$ cat src/rtl/ext_irq_pkg.sv
package ext_irq_pkg;
  localparam int unsigned DATA_W = 32;
  localparam int unsigned ADDR_W = 2;
  localparam int unsigned CODE_W = 3;
  localparam int unsigned FIELD_W = 4;

  localparam logic [CODE_W-1:0] TRIG_OFF  = 3'd0;
  localparam logic [CODE_W-1:0] TRIG_RISE = 3'd1;
  localparam logic [CODE_W-1:0] TRIG_FALL = 3'd2;
  localparam logic [CODE_W-1:0] TRIG_BOTH = 3'd3;
  localparam logic [CODE_W-1:0] TRIG_HIGH = 3'd5;
  localparam logic [CODE_W-1:0] TRIG_LOW  = 3'd6;

  localparam logic [ADDR_W-1:0] ADDR_CODE = 2'd0;
  localparam logic [ADDR_W-1:0] ADDR_EN   = 2'd1;
  localparam logic [ADDR_W-1:0] ADDR_PEND = 2'd2;

  function automatic logic is_edge_code(input logic [CODE_W-1:0] c);
    return (c == TRIG_RISE) || (c == TRIG_FALL) || (c == TRIG_BOTH);
  endfunction
endpackage

$ cat src/rtl/pin_sync.sv
module pin_sync #(
  parameter int unsigned WIDTH  = 6,
  parameter int unsigned STAGES = 2
) (
  input  logic             clk_i,
  input  logic             rst_ni,
  input  logic [WIDTH-1:0] d_i,
  output logic [WIDTH-1:0] q_o
);
  logic [WIDTH-1:0] stage_q [STAGES];

  always_ff @(posedge clk_i or negedge rst_ni) begin
    if (!rst_ni) begin
      for (int k = 0; k < STAGES; k++) stage_q[k] <= '0;
    end else begin
      stage_q[0] <= d_i;
      for (int k = 1; k < STAGES; k++) stage_q[k] <= stage_q[k-1];
    end
  end

  assign q_o = stage_q[STAGES-1];
endmodule

$ cat src/rtl/trig_cell.sv
module trig_cell
  import ext_irq_pkg::*;
(
  input  logic              clk_i,
  input  logic              rst_ni,
  input  logic              lvl_i,
  input  logic [CODE_W-1:0] code_i,
  input  logic              clr_i,
  output logic              hit_o,
  output logic              latch_o,
  output logic              pend_o
);
  logic prev_q, latch_q;
  logic rise, fall, edge_mode, lvl_act;

  assign rise = lvl_i & ~prev_q;
  assign fall = ~lvl_i & prev_q;
  assign edge_mode = is_edge_code(code_i);

  always_comb begin
    unique case (code_i)
      TRIG_RISE: hit_o = rise;
      TRIG_FALL: hit_o = fall;
      TRIG_BOTH: hit_o = rise | fall;
      default:   hit_o = 1'b0;
    endcase
    unique case (code_i)
      TRIG_HIGH: lvl_act = lvl_i;
      TRIG_LOW:  lvl_act = ~lvl_i;
      default:   lvl_act = 1'b0;
    endcase
  end

  always_ff @(posedge clk_i or negedge rst_ni) begin
    if (!rst_ni) begin
      prev_q  <= 1'b0;
      latch_q <= 1'b0;
    end else begin
      prev_q <= lvl_i;
      if (!edge_mode)  latch_q <= 1'b0;
      else if (hit_o)  latch_q <= 1'b1;  // new edge beats a same-cycle clear
      else if (clr_i)  latch_q <= 1'b0;
    end
  end

  assign latch_o = latch_q;
  assign pend_o  = edge_mode ? latch_q : lvl_act;
endmodule

$ cat src/rtl/ext_irq_trigger.sv
module ext_irq_trigger
  import ext_irq_pkg::*;
#(
  parameter int unsigned NUM_PINS    = 6,
  parameter int unsigned SYNC_STAGES = 2
) (
  input  logic                clk_i,
  input  logic                rst_ni,
  input  logic [NUM_PINS-1:0] pins_i,
  input  logic                reg_we_i,
  input  logic [ADDR_W-1:0]   reg_addr_i,
  input  logic [DATA_W-1:0]   reg_wdata_i,
  output logic [DATA_W-1:0]   reg_rdata_o,
  output logic [NUM_PINS-1:0] req_o
);
  localparam int unsigned CFG_W = NUM_PINS * CODE_W;

  logic [NUM_PINS-1:0] lvl_s, hit_v, latch_v, pend_v, clr_v, en_q;
  logic [CFG_W-1:0]    cfg_flat;
  logic                wr_code, wr_en, wr_pend;

  assign wr_code = reg_we_i && (reg_addr_i == ADDR_CODE);
  assign wr_en   = reg_we_i && (reg_addr_i == ADDR_EN);
  assign wr_pend = reg_we_i && (reg_addr_i == ADDR_PEND);

  pin_sync #(.WIDTH(NUM_PINS), .STAGES(SYNC_STAGES)) i_sync (
    .clk_i (clk_i),
    .rst_ni(rst_ni),
    .d_i   (pins_i),
    .q_o   (lvl_s)
  );

  always_ff @(posedge clk_i or negedge rst_ni) begin
    if (!rst_ni) begin
      cfg_flat <= '0;
      en_q     <= '0;
    end else begin
      if (wr_code)
        for (int i = 0; i < NUM_PINS; i++)
          cfg_flat[i*CODE_W +: CODE_W] <= reg_wdata_i[i*FIELD_W +: CODE_W];
      if (wr_en) en_q <= reg_wdata_i[NUM_PINS-1:0];
    end
  end

  for (genvar g = 0; g < NUM_PINS; g++) begin : g_pin
    assign clr_v[g] = wr_pend & ~reg_wdata_i[g];
    trig_cell i_cell (
      .clk_i  (clk_i),
      .rst_ni (rst_ni),
      .lvl_i  (lvl_s[g]),
      .code_i (cfg_flat[g*CODE_W +: CODE_W]),
      .clr_i  (clr_v[g]),
      .hit_o  (hit_v[g]),
      .latch_o(latch_v[g]),
      .pend_o (pend_v[g])
    );
  end

  always_comb begin
    reg_rdata_o = '0;
    unique case (reg_addr_i)
      ADDR_CODE:
        for (int i = 0; i < NUM_PINS; i++)
          reg_rdata_o[i*FIELD_W +: CODE_W] = cfg_flat[i*CODE_W +: CODE_W];
      ADDR_EN:   reg_rdata_o[NUM_PINS-1:0] = en_q;
      ADDR_PEND: reg_rdata_o[NUM_PINS-1:0] = pend_v;
      default:   reg_rdata_o = '0;
    endcase
  end

  assign req_o = pend_v & en_q;
endmodule

$ cat config.mk
export PLATFORM = sky130hd
export DESIGN_NAME = ext_irq_trigger
export DESIGN_NICKNAME = d
export VERILOG_FILES = /design/src/rtl/ext_irq_pkg.sv /design/src/rtl/pin_sync.sv /design/src/rtl/trig_cell.sv /design/src/rtl/ext_irq_trigger.sv
export SDC_FILE = /design/constraint.sdc
export NUM_CORES = 1
export LEC_CHECK = 0
export BUFFER_PORTS_ARGS = -buffer_cell sky130_fd_sc_hd__clkbuf_2
export CAP_MARGIN = 25
export CORE_UTILIZATION = 49
export DETAILED_ROUTE_END_ITERATION = 10
export PLACE_DENSITY = 0.86
export RECOVER_POWER = 100
export SKIP_CTS_REPAIR_TIMING = 1
export SYNTH_ARGS = -nofsm -noshare
export SYNTH_HDL_FRONTEND = slang
export SYNTH_SLANG_ARGS = --single-unit
$ cat constraint.sdc
create_clock -name clk_i -period 1.6 [get_ports clk_i]
set_input_delay 0 -clock clk_i [delete_from_list [all_inputs] [get_ports clk_i]]
set_output_delay 0 -clock clk_i [all_outputs]
set_load 0.01 [all_outputs]
==> flow_metrics.env, run 1 <==
export IMPL_status="complete, no violations"
export IMPL_path_buf_inv=1
export IMPL_synth_area_per_cell_um2=11.6
export IMPL_clock_sink_count=48
export IMPL_slew_viol_final=0
export IMPL_worstPathArrival_ps=1550
export IMPL_path_class="flop to output port"
export IMPL_fin_worst_skew_ps=8.25
export IMPL_ys_seq_elements=48
export IMPL_critical_path_slowest_cell="dfrtp_1"
export IMPL_vias=1959
export IMPL_maxSlewHeadroom_pct=35.8
export IMPL_cts_buffers=5
export IMPL_finalCritPeriodShare_pct=97.2
export IMPL_p_per_area_nw_per_um2=981
export IMPL_start_util_pct=52.2
export IMPL_die_h_um=73.8
export IMPL_setup_viol=0
export IMPL_ys_seq_area_share_pct=47.5
export IMPL_worstMarginPinSlew_ps=961
export IMPL_wl_per_cell_um=14.7
export IMPL_first_pass_iters=4
export IMPL_clk_pin_slew_ps=90
export IMPL_antenna_cells=0
export IMPL_htree_levels=2
export IMPL_hold_viol_final=0
export IMPL_grt_max_degree=49
export IMPL_nets=365
export IMPL_cp_top_family="flip-flops"
export IMPL_final_common_cell="clkbuf_2"
export IMPL_syn_area_um2=2530
export IMPL_io_pins=81
export IMPL_root_buffer="clkbuf_8"
export IMPL_cts_tree="built"
export IMPL_startpoint_type="flop"
export IMPL_synth_cell_types=36
export IMPL_avgViaCountPerCell=5.24
export IMPL_dp_hpwl_mm=3.64
export IMPL_yosys_area_top_type="dfrtp_1"
export IMPL_worstPathMaxFanout=4
export IMPL_fin_util_pct=65.9
export IMPL_clock_path_buffers=2
export IMPL_syn2layout_area_growth_pct=26.4
export IMPL_cp_required_ps=1600
export IMPL_instances_no_fill=374
export IMPL_leakage_nw=1.58
export IMPL_synth_warnings=0
export IMPL_grt_pass1_wl_mm=8.47
export IMPL_grt_pass1_vias=1849
export IMPL_rsz0062_at_grt="true"
export IMPL_irDropWorstVdd_mv=0.704
export IMPL_timing_hold_ws_ps=188
export IMPL_max_stage_delay_ps=430
export IMPL_wirelength_mm=5.51
export IMPL_layout_common_cells="clkbuf_2 (52), dfrtp_1 (43), dlygate4sd3_1 (26)"
export IMPL_syn_inst=218
export IMPL_drc=0
export IMPL_die_w_um=73.8
export IMPL_end_kind="output port"
export IMPL_drt_iter0_drc=94
export IMPL_tns_ps=0
export IMPL_grt_usage_pct=21.0
export IMPL_die_area_um2=5450
export IMPL_path_cells="mux2_2 -> a21o_1 -> o22ai_2 -> buf_2"
export IMPL_antenna_found_initial=0
export IMPL_cap_violations=0
export IMPL_period_minus_slack_ps=1550
export IMPL_synth_top_cell_area_share_pct=47.5
export IMPL_n_fill_cell=363
export IMPL_hp_class="input pin to flop"
export IMPL_grt_ovfl_total=0
export IMPL_port_buffers=54
export IMPL_place_gp_congestion=0.770
export IMPL_drive_gt1_share_pct=33.2
export IMPL_fp_row_count=25
export IMPL_clock_latency_ps=310
export IMPL_ant_nets=0
export IMPL_fp_coreArea_um2=4850
export IMPL_ys_top_cells_by_area="dfrtp_1 (48%), ha_1 (7.9%), mux2_2 (7.6%)"
export IMPL_fmax_ghz=0.643
export IMPL_placed_cells=338
==> synth_stat cells <==
cell	n
nor2_1	8
o211ai_1	3
a221oi_1	2
or2_2	2
a31oi_1	3
buf_6	1
mux2_2	17
and4_1	1
o22ai_1	9
nand2_4	1
a21o_1	2
a31o_2	1
nor4_1	2
and2_1	14
inv_1	21
mux2_4	10
a2111oi_2	2
and3_1	3
o22a_1	1
o221ai_1	3
nand2_1	8
buf_4	13
a311o_1	2
nand3_1	1
clkbuf_1	1
dfrtp_1	48
conb_1	1
buf_2	2
nand2b_1	1
nand4_1	1
a22oi_1	5
ha_1	16
a211oi_1	2
nand3b_1	7
a21oi_1	2
nor2b_1	2
==> registers in the layout, indices dropped and copies added, names as in the netlist <==
| name | cells |
|---|---|
| cfg_flat | 18 |
| en_q | 6 |
| g_pin.i_cell.latch_o | 6 |
| g_pin.i_cell.prev_q | 6 |
| i_sync.q_o | 6 |
| i_sync.stage_q | 6 |
==> through the flow <==
step                setup slack (ps)  cell area (um^2)  power, mW
floorplan                        263              2570       2.11
global placement                 240              2840       2.32
detailed placement               171              2840       2.36
CTS                            -2.75              2920       3.07
global route                   -8.90              3200       3.30
finish                          45.5              3200       3.13
==> power breakdown <==
group | total (mW) | switching (mW) | internal [mW] | leakage, nW
Sequential | 1.61 | 0.212 | 1.39 | 0.567
Combinational | 0.801 | 0.367 | 0.435 | 0.964
Clock | 0.727 | 0.421 | 0.305 | 0.0479
Total | 3.13 | 1.00 | 2.13 | 1.58
==> final cells by class <==
cell class,instances,area [um^2],share of cell area (%)
flip-flops and latches,48,1210,37.8
multi-input cells,144,1160,36.4
repair buffers,86,574,18.0
well taps,67,83.8,2.62
inverters,21,78.8,2.47
clock buffers,5,68.8,2.15
clock inverters,3,18.8,0.587
==> worst register-to-register path: cells and delay by family (launching register included) <==
family,cells,cell delay (ps)
DFF,1,420
and+or+nand+nor,1,270
adders and majority gates,1,180
AOI/OAI and AO/OA,2,420
==> routing by layer <==
layer / share of wire (%) / track usage (%) / vias up
met2: 50 / 36.2 / 75
met5: 0 / 0 / -
li1: - / - / 919
met4: 1.5 / 7.91 / 0
met1: 43 / 25.6 / 956
met3: 4.9 / 4.94 / 9
==> path summary, 6_finish.rpt <==
path,slack [ps],startpoint,endpoint,depth (start not counted)
max in group asynchronous,840,rst_ni,cfg_flat[13],3
worst min register to register,350,i_sync.stage_q[9],i_sync.q_o[3],0
worst min-delay path,190,reg_we_i,g_pin[2].i_cell.latch_o,4
min in group asynchronous,330,rst_ni,g_pin[5].i_cell.latch_o,3
worst max-delay path,50,i_sync.q_o[1],reg_rdata_o[1],4
worst max register to register,190,i_sync.q_o[2],g_pin[2].i_cell.latch_o,4
==> cell families (layout without fill, tap and decap cells) <==
group / after synthesis / after routing / synth area share [%]
adder cells (fa/ha/maj): 16 / 16 / 7.92
flip-flops: 48 / 48 / 47.5
buffers and inverters: 38 / 115 / 7.97
multiplexers: 27 / 27 / 13.5
AND/OR/NAND/NOR: 51 / 51 / 11.6
AO/OA/AOI/OAI: 37 / 37 / 11.3
other: 1 / 13 / 0.148
(Power assumes the default switching activity.)
==> inputs of run 2 (changes only) <==
--- a/config.mk
+++ b/config.mk
@@ -5,7 +5,8 @@
 export SDC_FILE = /design/constraint.sdc
 export NUM_CORES = 1
 export LEC_CHECK = 0
-export BUFFER_PORTS_ARGS = -buffer_cell sky130_fd_sc_hd__clkbuf_2
+export ABC_AREA = 1
+export BUFFER_PORTS_ARGS = -buffer_cell sky130_fd_sc_hd__buf_2
 export CAP_MARGIN = 25
 export CORE_UTILIZATION = 49
 export DETAILED_ROUTE_END_ITERATION = 10
==> flow_metrics.env, run 2 <==
export IMPL_status="finished with violations"
export IMPL_failed_checks="negative hold slack"
export IMPL_maxSlewHeadroom_pct=49.6
export IMPL_tns_ps=0
export IMPL_grt_max_degree=33
export IMPL_clock_sink_count=48
export IMPL_grt_ovfl_total=0
export IMPL_ys_seq_area_share_pct=46.4
export IMPL_die_w_um=74.7
export IMPL_syn_area_um2=2590
export IMPL_synthAdderAreaFrac_pct=7.73
export IMPL_layout_common_cells="inv_1 (60), nand2_1 (53), dfrtp_1 (46)"
export IMPL_first_pass_iters=5
export IMPL_synthSimpleGateAreaFrac_pct=18.1
export IMPL_vias=2237
export IMPL_die_h_um=74.7
export IMPL_nets=453
export IMPL_cts_tree="built"
export IMPL_synth_cell_types=25
export IMPL_port_buffers=54
export IMPL_root_buffer="clkbuf_8"
export IMPL_yosysMostFrequentCell="inv_1"
export IMPL_grt_pass1_vias=1848
export IMPL_finalCritPeriodShare_pct=93.0
export IMPL_fmax_ghz=0.672
export IMPL_place_gp_congestion=0.820
export IMPL_die_area_um2=5580
export IMPL_htree_levels=2
export IMPL_synth_mux_area_share_pct=3.19
export IMPL_synth_xor_area_share_pct=0
export IMPL_dp_hpwl_mm=3.93
export IMPL_worstPathMaxFanout=6
export IMPL_yosys_most_used_dff="dfrtp_1"
export IMPL_critical_path_slowest_cell="dfrtp_2"
export IMPL_end_kind="output port"
export IMPL_antenna_cells=0
export IMPL_worstMarginPinSlew_ps=756
export IMPL_synth_top_family_by_area="simple AND/OR/NAND/NOR gates"
export IMPL_hold_viol_final=2
export IMPL_largest_reg_flops=18
export IMPL_wirelength_mm=5.40
export IMPL_post_route_cell_area_um2=3130
export IMPL_startpoint_type="flop"
export IMPL_cts_buffers=5
export IMPL_timing_hold_ws_ps=-4.98
export IMPL_ant_nets=0
export IMPL_drc=0
export IMPL_yosys_area_top_type="dfrtp_1"
export IMPL_n_fill_cell=462
export IMPL_ys_seq_elements=48
export IMPL_synthTopCellsByCount="inv_1 (60), nand2_1 (53), dfrtp_1 (48)"
export IMPL_syn_inst=312
export IMPL_p_per_area_nw_per_um2=908
export IMPL_drt_iter0_drc=100
export IMPL_placed_cell_area_um2=2890
export IMPL_fp_coreArea_um2=5110
export IMPL_leakage_nw=1.71
export IMPL_antenna_found_initial=0
export IMPL_period_minus_slack_ps=1490
export IMPL_final_common_cell="inv_1"
export IMPL_start_util_pct=50.7
export IMPL_wl_per_cell_um=11.7
export IMPL_hp_class="input pin to flop"
export IMPL_fin_worst_skew_ps=4.38
export IMPL_grt_usage_pct=19.9
export IMPL_ys_top_cells_by_area="dfrtp_1 (46%), inv_1 (8.7%), ha_1 (7.7%)"
export IMPL_clock_path_buffers=2
export IMPL_path_class="flop to output port"
export IMPL_synth_area_per_cell_um2=8.30
export IMPL_top_register="cfg_flat"
export IMPL_cap_violations=0
export IMPL_cp_required_ps=1600
export IMPL_clock_latency_ps=290
export IMPL_syn2layout_area_growth_pct=20.9
export IMPL_worstPathArrival_ps=1490
export IMPL_synth_compound_area_share_pct=10.3
export IMPL_slew_viol_final=0
export IMPL_irDropWorstVdd_mv=0.760
export IMPL_clk_pin_slew_ps=80
export IMPL_drive_gt1_share_pct=13.3
export IMPL_path_cells="inv_2 -> nand2_1 -> nand3_1 -> nand3_1 -> nand2_1 -> a21oi_1 -> clkbuf_2"
export IMPL_synth_edf_count=0
export IMPL_setup_viol=0
export IMPL_synth_top_cell_area_share_pct=46.4
export IMPL_avgViaCountPerCell=4.84
export IMPL_fp_row_count=26
export IMPL_rsz0062_at_grt="false"
export IMPL_grt_pass1_wl_mm=8.17
export IMPL_max_stage_delay_ps=420
export IMPL_io_pins=81
export IMPL_synth_warnings=0
export IMPL_async_reset_ff_share_pct=100
-- run 2: cell types whose count changed in the layout (fill, tap and decap cells not counted), moves of 24 or more --
cell / before / now
clkbuf_2: 52 / 4
nand2_1: 9 / 53
inv_1: 21 / 60
nor2_1: 8 / 37
buf_2: 1 / 29
clkbuf_1: 1 / 25
-- run 2: routing by layer --
metal	vias up	GRT usage [%]	part of all wire (%)
li1	1103	-	-
met1	1046	25.8	42
met2	77	32.2	50
met3	11	4.02	5.4
met4	0	9.01	2.4
met5	-	0	0
-- run 2: cell type report --
type                    count  area (um^2)  share of cell area (%)
multi-input cells         196         1050                    33.5
inverters                  61          229                    7.31
flip-flops and latches     48         1200                    38.4
clock buffers               5         68.8                    2.20
repair buffers             82          494                    15.8
well taps                  70         87.6                    2.80
-- run 2: path summary, 6_finish.rpt --
check / start / to / slack (ps) / cells past startpoint
worst max register to register: i_sync.q_o[2] / g_pin[2].i_cell.latch_o / 430 / 6
min in group asynchronous: rst_ni / cfg_flat[16] / 310 / 2
worst max-delay path: cfg_flat[12] / reg_rdata_o[4] / 110 / 7
worst min register to register: i_sync.stage_q[7] / i_sync.q_o[1] / 350 / 0
worst min-delay path: reg_wdata_i[0] / cfg_flat[0] / -5 / 3
max in group asynchronous: rst_ni / en_q[1] / 520 / 3
-- run 2: cell families (layout without fill, tap and decap cells) --
kind of cell	count (synthesis)	in the layout
AND/OR/NAND/NOR	113	113
buffers and inverters	80	148
AO/OA/AOI/OAI	48	48
flip-flops	48	48
adder cells (fa/ha/maj)	16	16
multiplexers	6	6
other	1	13
-- run 2: power by group --
part,switching (mW),total (mW),internal [mW]
Clock,0.359,0.641,0.282
Combinational,0.403,0.690,0.286
Sequential,0.147,1.51,1.37
Total,0.909,2.84,1.93
-- run 2: stage by stage --
step / instances / hold WS [ps] / setup WS, ps / utilization, % / total power, mW
after floorplan: 324 / -296 / 535 / - / 1.98
after global placement: 434 / 66.1 / 370 / 56.6 / 2.17
after detailed placement: 434 / 71.6 / 336 / 56.6 / 2.20
after CTS: 439 / -254 / 93.1 / 58.0 / 2.84
after global routing: 462 / 11.6 / 20.1 / 61.3 / 3.04
final: 462 / -4.98 / 112 / 61.3 / 2.84
-- run 2: worst max-delay path: cells and delay by family (launching register included) --
| kind | cells | cell delay (ps) |
|---|---|---|
| AND/OR/NAND/NOR | 4 | 430 |
| flip-flops | 1 | 420 |
| buffers and inverters | 2 | 210 |
| AO/OA/AOI/OAI | 1 | 140 |
==> inputs of run 3 (changes only) <==
--- a/config.mk
+++ b/config.mk
@@ -9,7 +9,9 @@
 export BUFFER_PORTS_ARGS = -buffer_cell sky130_fd_sc_hd__buf_2
 export CAP_MARGIN = 25
 export CORE_UTILIZATION = 49
+export CTS_CLUSTER_SIZE = 16
 export DETAILED_ROUTE_END_ITERATION = 10
+export HOLD_SLACK_MARGIN = 0.03
 export PLACE_DENSITY = 0.86
 export RECOVER_POWER = 100
 export SKIP_CTS_REPAIR_TIMING = 1
==> constraint.sdc (replaced) <==
create_clock -name clk_i -period 1.4 [get_ports clk_i]
set_input_delay 0 -clock clk_i [delete_from_list [all_inputs] [get_ports clk_i]]
set_output_delay 0 -clock clk_i [all_outputs]
set_load 0.01 [all_outputs]
==> flow_metrics.env, run 3 (same netlist as run 2, synthesis figures left out) <==
export IMPL_wirelength_mm=5.99
export IMPL_cts_tree="built"
export IMPL_clk_pin_slew_ps=90
export IMPL_port_buffers=54
export IMPL_die_area_um2=5580
export IMPL_status="finished with violations"
export IMPL_irDropWorstVdd_mv=1.02
export IMPL_fmax_ghz=0.700
export IMPL_period_minus_slack_ps=1430
export IMPL_antenna_found_initial=0
export IMPL_drive_gt1_share_pct=25.8
export IMPL_end_kind="output port"
export IMPL_dp_hpwl_mm=3.88
export IMPL_top_register="cfg_flat"
export IMPL_htree_levels=2
export IMPL_worstPathMaxFanout=5
export IMPL_grt_ovfl_total=0
export IMPL_min_from="reg_we_i"
export IMPL_root_buffer="clkbuf_8"
export IMPL_rsz0062_at_grt="true"
export IMPL_clock_path_buffers=2
export IMPL_fin_util_pct=66.7
export IMPL_startpoint_type="flop"
export IMPL_ant_nets=0
export IMPL_path_class="flop to output port"
export IMPL_vias=2345
export IMPL_layout_common_cells="inv_1 (54), nand2_1 (54), buf_2 (45)"
export IMPL_timing_final_ws_setup_ps=-29.4
export IMPL_routedLengthMet1_mm=2.55
export IMPL_clock_latency_ps=310
export IMPL_fp_row_count=26
export IMPL_p_per_area_nw_per_um2=1050
export IMPL_leakage_nw=1.88
export IMPL_finalCritPeriodShare_pct=102
export IMPL_worstPathArrival_ps=1430
export IMPL_grt_usage_pct=20.2
export IMPL_fin_worst_skew_ps=8.23
export IMPL_die_h_um=74.7
export IMPL_die_w_um=74.7
export IMPL_grt_pass1_wl_mm=8.27
export IMPL_cap_violations=0
export IMPL_fp_coreArea_um2=5110
export IMPL_setup_viol=4
export IMPL_worstMarginPinSlew_ps=1040
export IMPL_place_gp_congestion=0.824
export IMPL_drc=0
export IMPL_cp_required_ps=1400
export IMPL_hold_viol_final=0
export IMPL_antenna_cells=0
export IMPL_syn2layout_area_growth_pct=31.5
export IMPL_worstSetupStartpoint="cfg_flat[9]"
export IMPL_r2r_start="i_sync.q_o[2]"
export IMPL_clock_sink_count=48
export IMPL_avgViaCountPerCell=4.81
export IMPL_io_pins=81
export IMPL_grt_max_degree=49
export IMPL_maxSlewHeadroom_pct=30.4
export IMPL_hp_class="input pin to flop"
export IMPL_route_met3_wl_um=279
export IMPL_slew_viol_final=0
export IMPL_first_pass_iters=7
export IMPL_grt_pass1_vias=1841
export IMPL_dr_wl_met2_mm=3.06
export IMPL_totalPowerFinal_mw=3.58
export IMPL_wl_per_cell_um=12.3
export IMPL_start_util_pct=50.7
export IMPL_failed_checks="negative setup slack"
export IMPL_top_layer_used="met4"
export IMPL_nets=476
export IMPL_cts_buffers=5
export IMPL_largest_reg_flops=18
export IMPL_drt_iter0_drc=177
run 3: layout make-up:
type | instances | area [um^2]
Clock buffer | 6 | 82.6
Fill cell | 408 | 1700
Inverter | 61 | 229
Timing Repair Buffer | 105 | 697
Sequential cell | 48 | 1210
Multi-Input combinational cell | 196 | 1080
Tap cell | 70 | 87.6
Clock inverter | 2 | 15.0
run 3: routing by layer:
metal | up-vias | global-route usage (%)
li1 | 1156 | -
met1 | 1097 | 26.2
met2 | 83 | 33.5
met3 | 9 | 4.42
met4 | 0 | 6.92
met5 | - | 0
run 3: where the power goes:
part / total, mW / internal (mW) / leakage [nW] / switching [mW]
Clock: 0.880 / 0.400 / 0.0434 / 0.480
Sequential: 1.74 / 1.57 / 0.564 / 0.170
Combinational: 0.968 / 0.451 / 1.27 / 0.517
Total: 3.58 / 2.42 / 1.88 / 1.17
run 3: path summary, 6_finish.rpt:
check	cells past startpoint	slack, ps	to
max	8	-30	reg_rdata_o[3]
min	3	80	en_q[3]
max reg2reg	7	100	g_pin[2].i_cell.latch_o
min reg2reg	0	350	i_sync.q_o[3]
max in group asynchronous	3	180	cfg_flat[3]
min in group asynchronous	3	500	i_sync.stage_q[8]
run 3: metrics by stage:
stage                     TNS, ps  hold WS, ps  instance area [um^2]  setup WS (ps)  cells
after global routing        -1190         96.0                  3400           -129    488
after CTS                    -454         -342                  3000           -103    442
after global placement          0        -2.81                  2910            206    434
after floorplan                 0         -296                  2630            335    324
final                       -79.4         79.3                  3400          -29.4    488
after detailed placement        0         1.59                  2910            200    434
run 3: worst max-delay path: stages (launching register included):
cell and delay [ps]:
dfrtp_2 450, inv_2 70, nor2_2 30, nor2_1 120
nand2_1 70, nand2_1 60, nand2_1 60, a21boi_2 120
buf_2 140
